### config.mk
export PLATFORM = sky130hd
export DESIGN_NAME = flow_sequencer
export DESIGN_NICKNAME = d
export VERILOG_FILES = /design/src/rtl/flow_seq_pkg.sv /design/src/rtl/fseq_launch.sv /design/src/rtl/fseq_mem_port.sv /design/src/rtl/fseq_core.sv /design/src/rtl/flow_sequencer.sv
export SDC_FILE = /design/constraint.sdc
export NUM_CORES = 1
export LEC_CHECK = 0
export ABC_CLOCK_PERIOD_IN_PS = 4100
export BUFFER_PORTS_ARGS = -buffer_cell sky130_fd_sc_hd__buf_2
export CAP_MARGIN = 20
export CORE_MARGIN = 8
export CORE_UTILIZATION = 45
export DETAILED_ROUTE_END_ITERATION = 10
export PLACE_DENSITY = 0.72
export SLEW_MARGIN = 20
export SYNTH_ARGS = -nofsm -noshare
export SYNTH_HDL_FRONTEND = slang
export SYNTH_SLANG_ARGS = --single-unit
### constraint.sdc
create_clock -name clk -period 4.1 [get_ports clk]
set_input_delay 0.41 -clock clk [delete_from_list [all_inputs] [get_ports clk]]
set_output_delay 0.41 -clock clk [all_outputs]
set_load 0.03 [all_outputs]
### src/rtl/flow_seq_pkg.sv
package flow_seq_pkg;

    typedef enum logic [1:0] {
        OP_CALL = 2'b00,
        OP_RET  = 2'b01,
        OP_RETI = 2'b10,
        OP_SWI  = 2'b11
    } seq_op_e;

    typedef enum logic [2:0] {
        ST_IDLE,
        ST_CALL_PUSH,
        ST_INT_PUSH_PC,
        ST_INT_PUSH_SW,
        ST_RET_POP,
        ST_RETI_POP_SW,
        ST_RETI_POP_PC
    } seq_state_e;

endpackage

### src/rtl/fseq_launch.sv
module fseq_launch
    import flow_seq_pkg::*;
(
    input  logic       idle_i,
    input  logic       cmd_valid_i,
    input  seq_op_e    cmd_op_i,
    input  logic       eoi_i,
    input  logic       irq_req_i,
    input  logic       irq_en_i,
    output logic       start_o,
    output seq_state_e first_o,
    output logic       hw_irq_o
);

    // A qualifying hardware request outranks any command in the same cycle.
    always_comb begin
        start_o  = 1'b0;
        first_o  = ST_IDLE;
        hw_irq_o = 1'b0;
        if (idle_i && eoi_i && irq_req_i && irq_en_i) begin
            start_o  = 1'b1;
            first_o  = ST_INT_PUSH_PC;
            hw_irq_o = 1'b1;
        end else if (idle_i && cmd_valid_i) begin
            start_o = 1'b1;
            unique case (cmd_op_i)
                OP_CALL: first_o = ST_CALL_PUSH;
                OP_RET:  first_o = ST_RET_POP;
                OP_RETI: first_o = ST_RETI_POP_SW;
                OP_SWI:  first_o = ST_INT_PUSH_PC;
                default: first_o = ST_IDLE;
            endcase
        end
    end

endmodule

### src/rtl/fseq_mem_port.sv
module fseq_mem_port
    import flow_seq_pkg::*;
#(
    parameter int ADDR_W = 16,
    parameter int SW_W   = 8
) (
    input  logic              clk_i,
    input  logic              rst_ni,
    input  seq_state_e        state_i,
    input  logic [ADDR_W-1:0] sp_i,
    input  logic [ADDR_W-1:0] ret_pc_i,
    input  logic [SW_W-1:0]   save_sw_i,
    output logic              mem_req_o,
    output logic              mem_we_o,
    output logic [ADDR_W-1:0] mem_addr_o,
    output logic [ADDR_W-1:0] mem_wdata_o
);

    logic [ADDR_W-1:0] push_addr;
    assign push_addr = sp_i - 1'b1;

    always_comb begin
        mem_req_o   = 1'b0;
        mem_we_o    = 1'b0;
        mem_addr_o  = sp_i;
        mem_wdata_o = ret_pc_i;
        unique case (state_i)
            ST_CALL_PUSH, ST_INT_PUSH_PC: begin
                mem_req_o  = 1'b1;
                mem_we_o   = 1'b1;
                mem_addr_o = push_addr;
            end
            ST_INT_PUSH_SW: begin
                mem_req_o   = 1'b1;
                mem_we_o    = 1'b1;
                mem_addr_o  = push_addr;
                mem_wdata_o = ADDR_W'(save_sw_i);
            end
            ST_RET_POP, ST_RETI_POP_SW, ST_RETI_POP_PC: begin
                mem_req_o = 1'b1;
            end
            default: ;
        endcase
    end

    // after a push the stack pointer names the word just written.
    assert_push_lands_R2: assert property (@(posedge clk_i) disable iff (!rst_ni)
        (mem_req_o && mem_we_o) |=> (sp_i == $past(mem_addr_o)));

    // after a pop the stack pointer sits one above the word read.
    assert_pop_moves_up_R3: assert property (@(posedge clk_i) disable iff (!rst_ni)
        (mem_req_o && !mem_we_o) |=> (sp_i == $past(mem_addr_o) + 1'b1));

endmodule

### src/rtl/fseq_core.sv
module fseq_core
    import flow_seq_pkg::*;
#(
    parameter int                 ADDR_W     = 16,
    parameter int                 SW_W       = 8,
    parameter int                 IE_BIT     = 0,
    parameter int                 SUP_BIT    = 1,
    parameter logic [ADDR_W-1:0]  SP_INIT    = '0,
    parameter logic [ADDR_W-1:0]  SVC_VECTOR = '0
) (
    input  logic              clk_i,
    input  logic              rst_ni,
    input  logic              start_i,
    input  seq_state_e        first_i,
    input  logic              hw_irq_i,
    input  logic [ADDR_W-1:0] cmd_target_i,
    input  logic [ADDR_W-1:0] pc_i,
    input  logic [SW_W-1:0]   sw_i,
    input  logic [ADDR_W-1:0] irq_vector_i,
    input  logic [SW_W-1:0]   irq_sw_i,
    input  logic [ADDR_W-1:0] mem_rdata_i,
    input  logic              eoi_i,
    input  logic              irq_req_i,
    output seq_state_e        state_o,
    output logic [ADDR_W-1:0] sp_o,
    output logic [ADDR_W-1:0] ret_pc_o,
    output logic [SW_W-1:0]   save_sw_o,
    output logic              pc_load_o,
    output logic [ADDR_W-1:0] pc_next_o,
    output logic              sw_load_o,
    output logic [SW_W-1:0]   sw_next_o
);

    localparam logic [SW_W-1:0] IE_MASK  = SW_W'(1) << IE_BIT;
    localparam logic [SW_W-1:0] SUP_MASK = SW_W'(1) << SUP_BIT;

    typedef struct packed {
        seq_state_e        state;
        logic [ADDR_W-1:0] sp;
        logic [ADDR_W-1:0] ret_pc;
        logic [SW_W-1:0]   save_sw;
        logic [ADDR_W-1:0] tgt_pc;
        logic [SW_W-1:0]   new_sw;
        logic              hw;
        logic              pc_load;
        logic [ADDR_W-1:0] pc_next;
        logic              sw_load;
        logic [SW_W-1:0]   sw_next;
    } regs_t;

    regs_t r_q, r_d;

    always_comb begin
        r_d         = r_q;
        r_d.pc_load = 1'b0;
        r_d.sw_load = 1'b0;
        unique case (r_q.state)
            ST_IDLE: begin
                if (start_i) begin
                    r_d.state   = first_i;
                    r_d.ret_pc  = pc_i;
                    r_d.save_sw = sw_i;
                    r_d.hw      = hw_irq_i;
                    r_d.tgt_pc  = cmd_target_i;
                    if (first_i == ST_INT_PUSH_PC) begin
                        if (hw_irq_i) begin
                            r_d.tgt_pc = irq_vector_i;
                            r_d.new_sw = irq_sw_i & ~IE_MASK;
                        end else begin
                            r_d.tgt_pc = SVC_VECTOR;
                            r_d.new_sw = (sw_i | SUP_MASK) & ~IE_MASK;
                        end
                    end
                end
            end
            ST_CALL_PUSH: begin
                r_d.sp      = r_q.sp - 1'b1;
                r_d.state   = ST_IDLE;
                r_d.pc_load = 1'b1;
                r_d.pc_next = r_q.tgt_pc;
            end
            ST_INT_PUSH_PC: begin
                r_d.sp    = r_q.sp - 1'b1;
                r_d.state = ST_INT_PUSH_SW;
            end
            ST_INT_PUSH_SW: begin
                r_d.sp      = r_q.sp - 1'b1;
                r_d.state   = ST_IDLE;
                r_d.pc_load = 1'b1;
                r_d.pc_next = r_q.tgt_pc;
                r_d.sw_load = 1'b1;
                r_d.sw_next = r_q.new_sw;
            end
            ST_RET_POP: begin
                r_d.sp      = r_q.sp + 1'b1;
                r_d.state   = ST_IDLE;
                r_d.pc_load = 1'b1;
                r_d.pc_next = mem_rdata_i;
            end
            ST_RETI_POP_SW: begin
                r_d.sp     = r_q.sp + 1'b1;
                r_d.new_sw = mem_rdata_i[SW_W-1:0];
                r_d.state  = ST_RETI_POP_PC;
            end
            ST_RETI_POP_PC: begin
                r_d.sp      = r_q.sp + 1'b1;
                r_d.state   = ST_IDLE;
                r_d.pc_load = 1'b1;
                r_d.pc_next = mem_rdata_i;
                r_d.sw_load = 1'b1;
                r_d.sw_next = r_q.new_sw;
            end
            default: r_d.state = ST_IDLE;
        endcase
    end

    always_ff @(posedge clk_i) begin
        if (!rst_ni) begin
            r_q       <= '0;
            r_q.state <= ST_IDLE;
            r_q.sp    <= SP_INIT;
        end else begin
            r_q <= r_d;
        end
    end

    assign state_o   = r_q.state;
    assign sp_o      = r_q.sp;
    assign ret_pc_o  = r_q.ret_pc;
    assign save_sw_o = r_q.save_sw;
    assign pc_load_o = r_q.pc_load;
    assign pc_next_o = r_q.pc_next;
    assign sw_load_o = r_q.sw_load;
    assign sw_next_o = r_q.sw_next;

    // a hardware entry began in a cycle that had a qualifying boundary request.
    assert_entry_at_boundary_R4: assert property (@(posedge clk_i) disable iff (!rst_ni)
        (r_q.state == ST_INT_PUSH_PC && r_q.hw && $past(r_q.state) == ST_IDLE)
        |-> $past(eoi_i && irq_req_i && sw_i[IE_BIT]));

    // the status word handed to a handler never has the enable bit set.
    assert_entry_masks_ie_R5: assert property (@(posedge clk_i) disable iff (!rst_ni)
        (r_q.sw_load && $past(r_q.state) == ST_INT_PUSH_SW) |-> !r_q.sw_next[IE_BIT]);

    // the PC pop of a handler return always follows its status pop.
    assert_reti_order_R6: assert property (@(posedge clk_i) disable iff (!rst_ni)
        (r_q.state == ST_RETI_POP_PC) |-> $past(r_q.state) == ST_RETI_POP_SW);

    // loads are only presented once the sequence has released busy.
    assert_load_when_idle_R8: assert property (@(posedge clk_i) disable iff (!rst_ni)
        (r_q.pc_load || r_q.sw_load) |-> r_q.state == ST_IDLE);

endmodule

### src/rtl/flow_sequencer.sv
module flow_sequencer
    import flow_seq_pkg::*;
#(
    parameter int                 ADDR_W     = 16,
    parameter int                 SW_W       = 8,
    parameter int                 IE_BIT     = 0,
    parameter int                 SUP_BIT    = 1,
    parameter logic [ADDR_W-1:0]  SP_INIT    = '0,
    parameter logic [ADDR_W-1:0]  SVC_VECTOR = '0
) (
    input  logic              clk,
    input  logic              rst_n,
    input  logic              cmd_valid,
    input  logic [1:0]        cmd_op,
    input  logic [ADDR_W-1:0] cmd_target,
    input  logic              end_of_instr,
    input  logic              irq_req,
    input  logic [ADDR_W-1:0] irq_vector,
    input  logic [SW_W-1:0]   irq_sw,
    input  logic [ADDR_W-1:0] pc_in,
    input  logic [SW_W-1:0]   sw_in,
    output logic              mem_req,
    output logic              mem_we,
    output logic [ADDR_W-1:0] mem_addr,
    output logic [ADDR_W-1:0] mem_wdata,
    input  logic [ADDR_W-1:0] mem_rdata,
    output logic              busy,
    output logic              pc_load,
    output logic [ADDR_W-1:0] pc_next,
    output logic              sw_load,
    output logic [SW_W-1:0]   sw_next,
    output logic [ADDR_W-1:0] sp
);

    seq_state_e        state;
    seq_state_e        first_state;
    logic              start;
    logic              hw_irq;
    logic [ADDR_W-1:0] ret_pc;
    logic [SW_W-1:0]   save_sw;

    assign busy = (state != ST_IDLE);

    fseq_launch u_launch (
        .idle_i      (state == ST_IDLE),
        .cmd_valid_i (cmd_valid),
        .cmd_op_i    (seq_op_e'(cmd_op)),
        .eoi_i       (end_of_instr),
        .irq_req_i   (irq_req),
        .irq_en_i    (sw_in[IE_BIT]),
        .start_o     (start),
        .first_o     (first_state),
        .hw_irq_o    (hw_irq)
    );

    fseq_core #(
        .ADDR_W     (ADDR_W),
        .SW_W       (SW_W),
        .IE_BIT     (IE_BIT),
        .SUP_BIT    (SUP_BIT),
        .SP_INIT    (SP_INIT),
        .SVC_VECTOR (SVC_VECTOR)
    ) u_core (
        .clk_i        (clk),
        .rst_ni       (rst_n),
        .start_i      (start),
        .first_i      (first_state),
        .hw_irq_i     (hw_irq),
        .cmd_target_i (cmd_target),
        .pc_i         (pc_in),
        .sw_i         (sw_in),
        .irq_vector_i (irq_vector),
        .irq_sw_i     (irq_sw),
        .mem_rdata_i  (mem_rdata),
        .eoi_i        (end_of_instr),
        .irq_req_i    (irq_req),
        .state_o      (state),
        .sp_o         (sp),
        .ret_pc_o     (ret_pc),
        .save_sw_o    (save_sw),
        .pc_load_o    (pc_load),
        .pc_next_o    (pc_next),
        .sw_load_o    (sw_load),
        .sw_next_o    (sw_next)
    );

    fseq_mem_port #(
        .ADDR_W (ADDR_W),
        .SW_W   (SW_W)
    ) u_mem_port (
        .clk_i       (clk),
        .rst_ni      (rst_n),
        .state_i     (state),
        .sp_i        (sp),
        .ret_pc_i    (ret_pc),
        .save_sw_i   (save_sw),
        .mem_req_o   (mem_req),
        .mem_we_o    (mem_we),
        .mem_addr_o  (mem_addr),
        .mem_wdata_o (mem_wdata)
    );

    // memory is touched only while busy is reported.
    assert_mem_only_busy_R8: assert property (@(posedge clk) disable iff (!rst_n)
        mem_req |-> busy);

endmodule

After elaboration in Yosys (flattened, before gate mapping)
Index checks and enable logic that the tools add are counted.
W data, S select, Z words.
- bits of input ports: 87
- register bits after elaboration: 94
- word-level logic and storage cells: 62
- reductions and logical operators: 18
- multiplexer cells: 19
- add/sub/neg operators: 2
- equal/unequal tests: 12
- operators by type and width (operator ; count):
    $mux W24 ; 2
    $pmux W17 S2 ; 1
    $mux W16 ; 2
    $pmux W16 S2 ; 1
    $mux W9 ; 2
    $add A16 B1 Y16 const B ; 1
    $pmux W8 S2 ; 1
    $sub A16 B1 Y16 const B ; 1
    $pmux W3 S4 ; 1
    $eq A3 B2 Y1 const B ; 3
    $eq A3 B3 Y1 const B ; 3
    $mux W3 ; 3
    $pmux W3 S3 ; 1
    $reduce_bool A2 Y1 ; 3
    $reduce_or A2 Y1 ; 3
    $reduce_or A3 Y1 ; 2
    $reduce_or A6 Y1 ; 1
    $mux W1 ; 5
    $eq A2 B2 Y1 const B ; 2
    $logic_and A1 B1 Y1 ; 4
    $eq A3 B1 Y1 const B ; 1
    $logic_not A3 Y1 ; 1
    $reduce_and A3 Y1 ; 1
    $reduce_bool A3 Y1 ; 1
    5 further kinds ; 5

Logic depth before layout (Yosys ltp)
- depth in word-level cells: 9
- depth in mapped cells: 8
- depth with buffers taken out: 7

Cells and area by module
From an unflattened synthesis, not the netlist that was laid out.
- cell total of the unflattened synthesis: 687
- area, all modules: 5342.6 um^2
- modules (own cells, without submodules) (module ; cells an instance ; times used ; area each (um^2)):
    fseq_core ; 602 ; 1 ; 4720.8
    fseq_mem_port ; 68 ; 1 ; 506.7
    fseq_launch ; 15 ; 1 ; 103.8
    flow_sequencer ; 2 ; 1 ; 11.3

Least setup slack after synthesis
No wires, ideal clock.
- path type: register -> output
- start: register, netlist name u_core.sp_o[3]
- end: output port mem_addr[14]
- required time: 3.690 ns
- arrival: 2.038 ns
- buffers on the path: 1
- setup slack: 1.652 ns
- stages on the path, launching flop included: 6
- path through: dfxtp_1 > buf_6 > or4_4 > or3_1 > nor2_1 > xor2_1
- word-level cells in the longest chain between the ends: 2
- RTL lines (item ; line ; source):
    $sub A16 B1 Y16 ; fseq_mem_port.sv:20 ; assign push_addr = sp_i - 1'b1;
    $mux W16 ; fseq_mem_port.sv:27 ; unique case (state_i)
    end, declared ; flow_sequencer.sv:24 ; output logic [ADDR_W-1:0] mem_addr,
No other way between the ends.

Worst setup path after layout
- start: register, netlist name u_core.sp_o[0]
- end: output port mem_addr[14]
- word-level cells in the longest chain between the ends: 2
- RTL lines (item ; line):
    $sub A16 B1 Y16 ; fseq_mem_port.sv:20
    $mux W16 ; fseq_mem_port.sv:27
No other way between the ends.

==> summary.txt <==
Routing
  • Drt initial violations: between 300 and 400
  • DR vias: between 4000 and 5000
  • Via density: approximately 5.5
  • Wire length per cell: roughly 17 um
  • DR DRC count: 0
  • Pre-antenna DRT Iters: 6
  • Post-route ant nets: 0
  • Final WL: ~15000 um

Power and ir drop
  • PwrDens: between 500 and 600 mW/mm^2
  • Total power: just over 3 mW
  • Leak: around 2.6 nW
  • VDD IR max: a little over 0.4 mV

Logic synthesis
  • #FFs+latches synth: 93
  • Syn Inst Count: approximately 620
  • Syn_area_per_cell: between 8 and 9 um^2
  • Yosys Warn Count: 0
  • Netlist area before placement: 0.005249 mm^2
  • Main synth FF type: dfxtp_1
  • Synthesized net count: around 710
  • Cell variety after synth: about 60
  • Ys async rst share: 0%
  • Seq/Total Area, Yosys: 35.47%
  • Number of enable flip-flop cells after synthesis: 0

Floorplanning
  • Die area: ~0.015 mm^2
  • Core Region: 0.01142 mm^2
  • Row cnt: 39
  • I/O pin cnt: 164
  • Die Width: approximately 120 um
  • Die height: 124 um
  • Initial Util: between 40% and 50%

Placed design
  • Gp weighted congestion: between 0.8 and 0.9
  • HPWL Detailed: 10560 um
  • Placed cell areas: about 0.0057 mm^2
  • I/O Buffers: 162

Critical path
  • CP endpoint: mem_addr[14]
  • Worst EP arrival: around 2.5 ns
  • Crit Path Max Fanout: 7
  • CP endpoint kind: output pin
  • Reg2reg end: u_core.r_q[29]
  • FF-to-FF setup slack: ~1.4 ns
  • Worst reg2reg path depth: 5
  • Worst R2R Start: u_core.state_o[1]
  • WS Path Type: register to output pin
  • Crit start category: register
  • CP required: about 3.7 ns
  • Worst Setup SP: u_core.sp_o[0]

Cells and area
  • Fin nets: roughly 800
  • Layout area overhead: 13.95%
  • Post-route cell area: between 0.005 and 0.006 mm^2
  • Fillcell total: 1142
  • Share of post-route cells with drive strength above 1: slightly below 30%

Global route
  • Largest net degree at the start of global routing: 53
  • Gr usage total: 18.86%
  • Overflow after GRT: 0
  • Initial antenna violation count: 3
  • Number of global-route vias before repair: between 4000 and 5000
  • First-pass GRT wire length: between 20000 and 25000 um

Worst hold path
  • Worst Min Path Start: cmd_target[13]
  • Worst hold stages: 2
  • HP Class: input pin to register

Clock network
  • Total CTS buffers: 9
  • Reg clk slew, reported paths: about 0.06 ns
  • Root Driver: clkbuf_16
  • H-tree levels: 3
  • Clock Path Buffers: 2
  • # hold bufs at CTS: 0
  • Clk_lat worst skew: around 0.35 ns
  • Post-CTS Setup Inserts: 0
  • PostCTS Resize Cnt: 0
  • Sinks on Clock Net: 93
  • CTS tree: done

Timing
  • Hold Fails Final Rpt: 0
  • Final Max Tran Viols: 0
  • Final period utilization: 71.66%
  • Max Fclk: approximately 340 MHz
  • Relative slew slack: 43.70%
  • Setup Skew: 0.005923 ns
  • RSZ-0062 raised after global routing: no
  • Final setup violation count: 0
  • Actual slew at the worst max-slew pin: ~0.84 ns
  • Minimum clock period: 2.938 ns
  • Setup Total Neg Slack: 0 ns
  • Hold WS: 0.2675 ns

Flow run
  • Max Cap Violations: 0

Outcome
  • Status: complete, no violations
[critical path, cell delays in order, from the launching register on]
cell and delay, ns:
dfxtp_1 0.39, inv_1 0.18, ha_1 0.27, or2b_2 0.36
or3_1 0.37, nor2_1 0.22, xor2_1 0.17, buf_2 0.21
[power breakdown]
| part | switching, mW | internal (mW) | total, mW |
|---|---|---|---|
| logic | 0.716 | 0.395 | 1.11 |
| registers | 0.132 | 1.00 | 1.14 |
| clock network | 0.357 | 0.487 | 0.844 |
| total | 1.21 | 1.88 | 3.09 |
[logic make-up (layout without fill, tap and decap cells)]
logic type / Yosys count / count (layout) / synth area share, %
AND/OR/NAND/NOR: 222 / 222 / 22.22
XOR/XNOR: 27 / 27 / 4.505
other: 0 / 2 / 0
AO/OA/AOI/OAI: 146 / 146 / 18.50
buffers and inverters: 96 / 192 / 12.20
adder cells (fa/ha/maj): 5 / 5 / 1.192
flip-flops: 93 / 93 / 35.47
multiplexers: 30 / 30 / 5.912
[metal layers]
| metal | vias to the layer above | part of all wire [%] | GRT usage, % |
|---|---|---|---|
| li1 | 2334 | - | - |
| met4 | 2 | 2.3 | 8.848 |
| met5 | - | 0.083 | 0 |
| met3 | 26 | 8.2 | 5.984 |
| met2 | 170 | 48 | 31.13 |
| met1 | 2161 | 41 | 21.88 |
[registers in the layout, summed over array words and instances (netlist names)]
register and flops:
u_core.pc_load_o 1, u_core.ret_pc_o 16, u_core.pc_next_o 16, u_core.r_q 24, u_core.sp_o 16, u_core.sw_next_o 8, u_core.sw_load_o 1, u_core.state_o 3
u_core.save_sw_o 8
[worst min path at each step]
stage | to | slack, ns
5_1_grt | u_core.r_q[47] | 0.26
3_3_place_gp | u_core.ret_pc_o[9] | 0.43
4_1_cts | u_core.r_q[48] | 0.25
6_report | u_core.r_q[48] | 0.27
2_1_floorplan | u_core.ret_pc_o[10] | 0.43
3_5_place_dp | u_core.ret_pc_o[6] | 0.44
[placed cells by master, fill, tap and decap left out, drive strengths merged, types with 3 or more instances in the layout]
| cell | Yosys | final |
|---|---|---|
| nand4 | 7 | 7 |
| mux2 | 8 | 8 |
| nor3 | 7 | 7 |
| o22ai | 3 | 3 |
| ha | 5 | 5 |
| nor2b | 16 | 16 |
| and2 | 15 | 15 |
| a31oi | 3 | 3 |
| and3 | 23 | 23 |
| o31ai | 3 | 3 |
| xnor2 | 16 | 16 |
| o2bb2ai | 16 | 16 |
| dfxtp | 93 | 93 |
| nand4b | 3 | 3 |
| a21oi | 64 | 64 |
| buf | 55 | 168 |
| clkinvlp | 0 | 3 |
| o21ai | 6 | 6 |
| a2bb2oi | 6 | 6 |
| inv | 7 | 8 |
| nor2 | 24 | 24 |
| mux2i | 22 | 22 |
| a211oi | 32 | 32 |
| nand3 | 28 | 28 |
| clkbuf | 33 | 10 |
| nor4 | 5 | 5 |
| nand2 | 84 | 84 |
| xor2 | 11 | 11 |
[synthesized netlist by cell type (9+ instances only)]
master	number	area, um^2
and3_1	22	137.6
a21oi_1	64	320.3
clkbuf_8	9	123.9
buf_2	11	55.05
nand3_1	28	140.1
o2bb2ai_1	16	140.1
clkbuf_1	24	90.09
dfxtp_1	93	1862
nor2_1	24	90.09
xnor2_1	16	140.1
nand2_1	83	311.6
a211oi_1	32	240.2
and2_1	14	87.58
xor2_1	11	96.34
nor2b_1	16	100.1
buf_4	41	307.8
mux2i_1	22	220.2
[per-stage QoR]
step | cells | setup WS, ns | utilization, %
floorplan | 619 | 1.652 | -
global placement | 842 | 1.548 | 49.69
detailed placement | 842 | 1.472 | 49.69
CTS | 858 | 1.161 | 52.33
global route | 860 | 1.024 | 52.38
finish | 860 | 1.162 | 52.38
[area by class of cell]
type | instances | area (um^2) | area share [%]
Inverter | 8 | 30.03 | 0.5021
Clock inverter | 6 | 62.56 | 1.046
Antenna cell | 2 | 5.005 | 0.08368
Sequential cell | 93 | 1863 | 31.15
Tap cell | 143 | 178.9 | 2.992
Clock buffer | 10 | 239.0 | 3.996
Timing Repair Buffer | 168 | 855.8 | 14.31
Multi-Input combinational cell | 430 | 2746 | 45.92
Power figures use the tool's default switching activity.
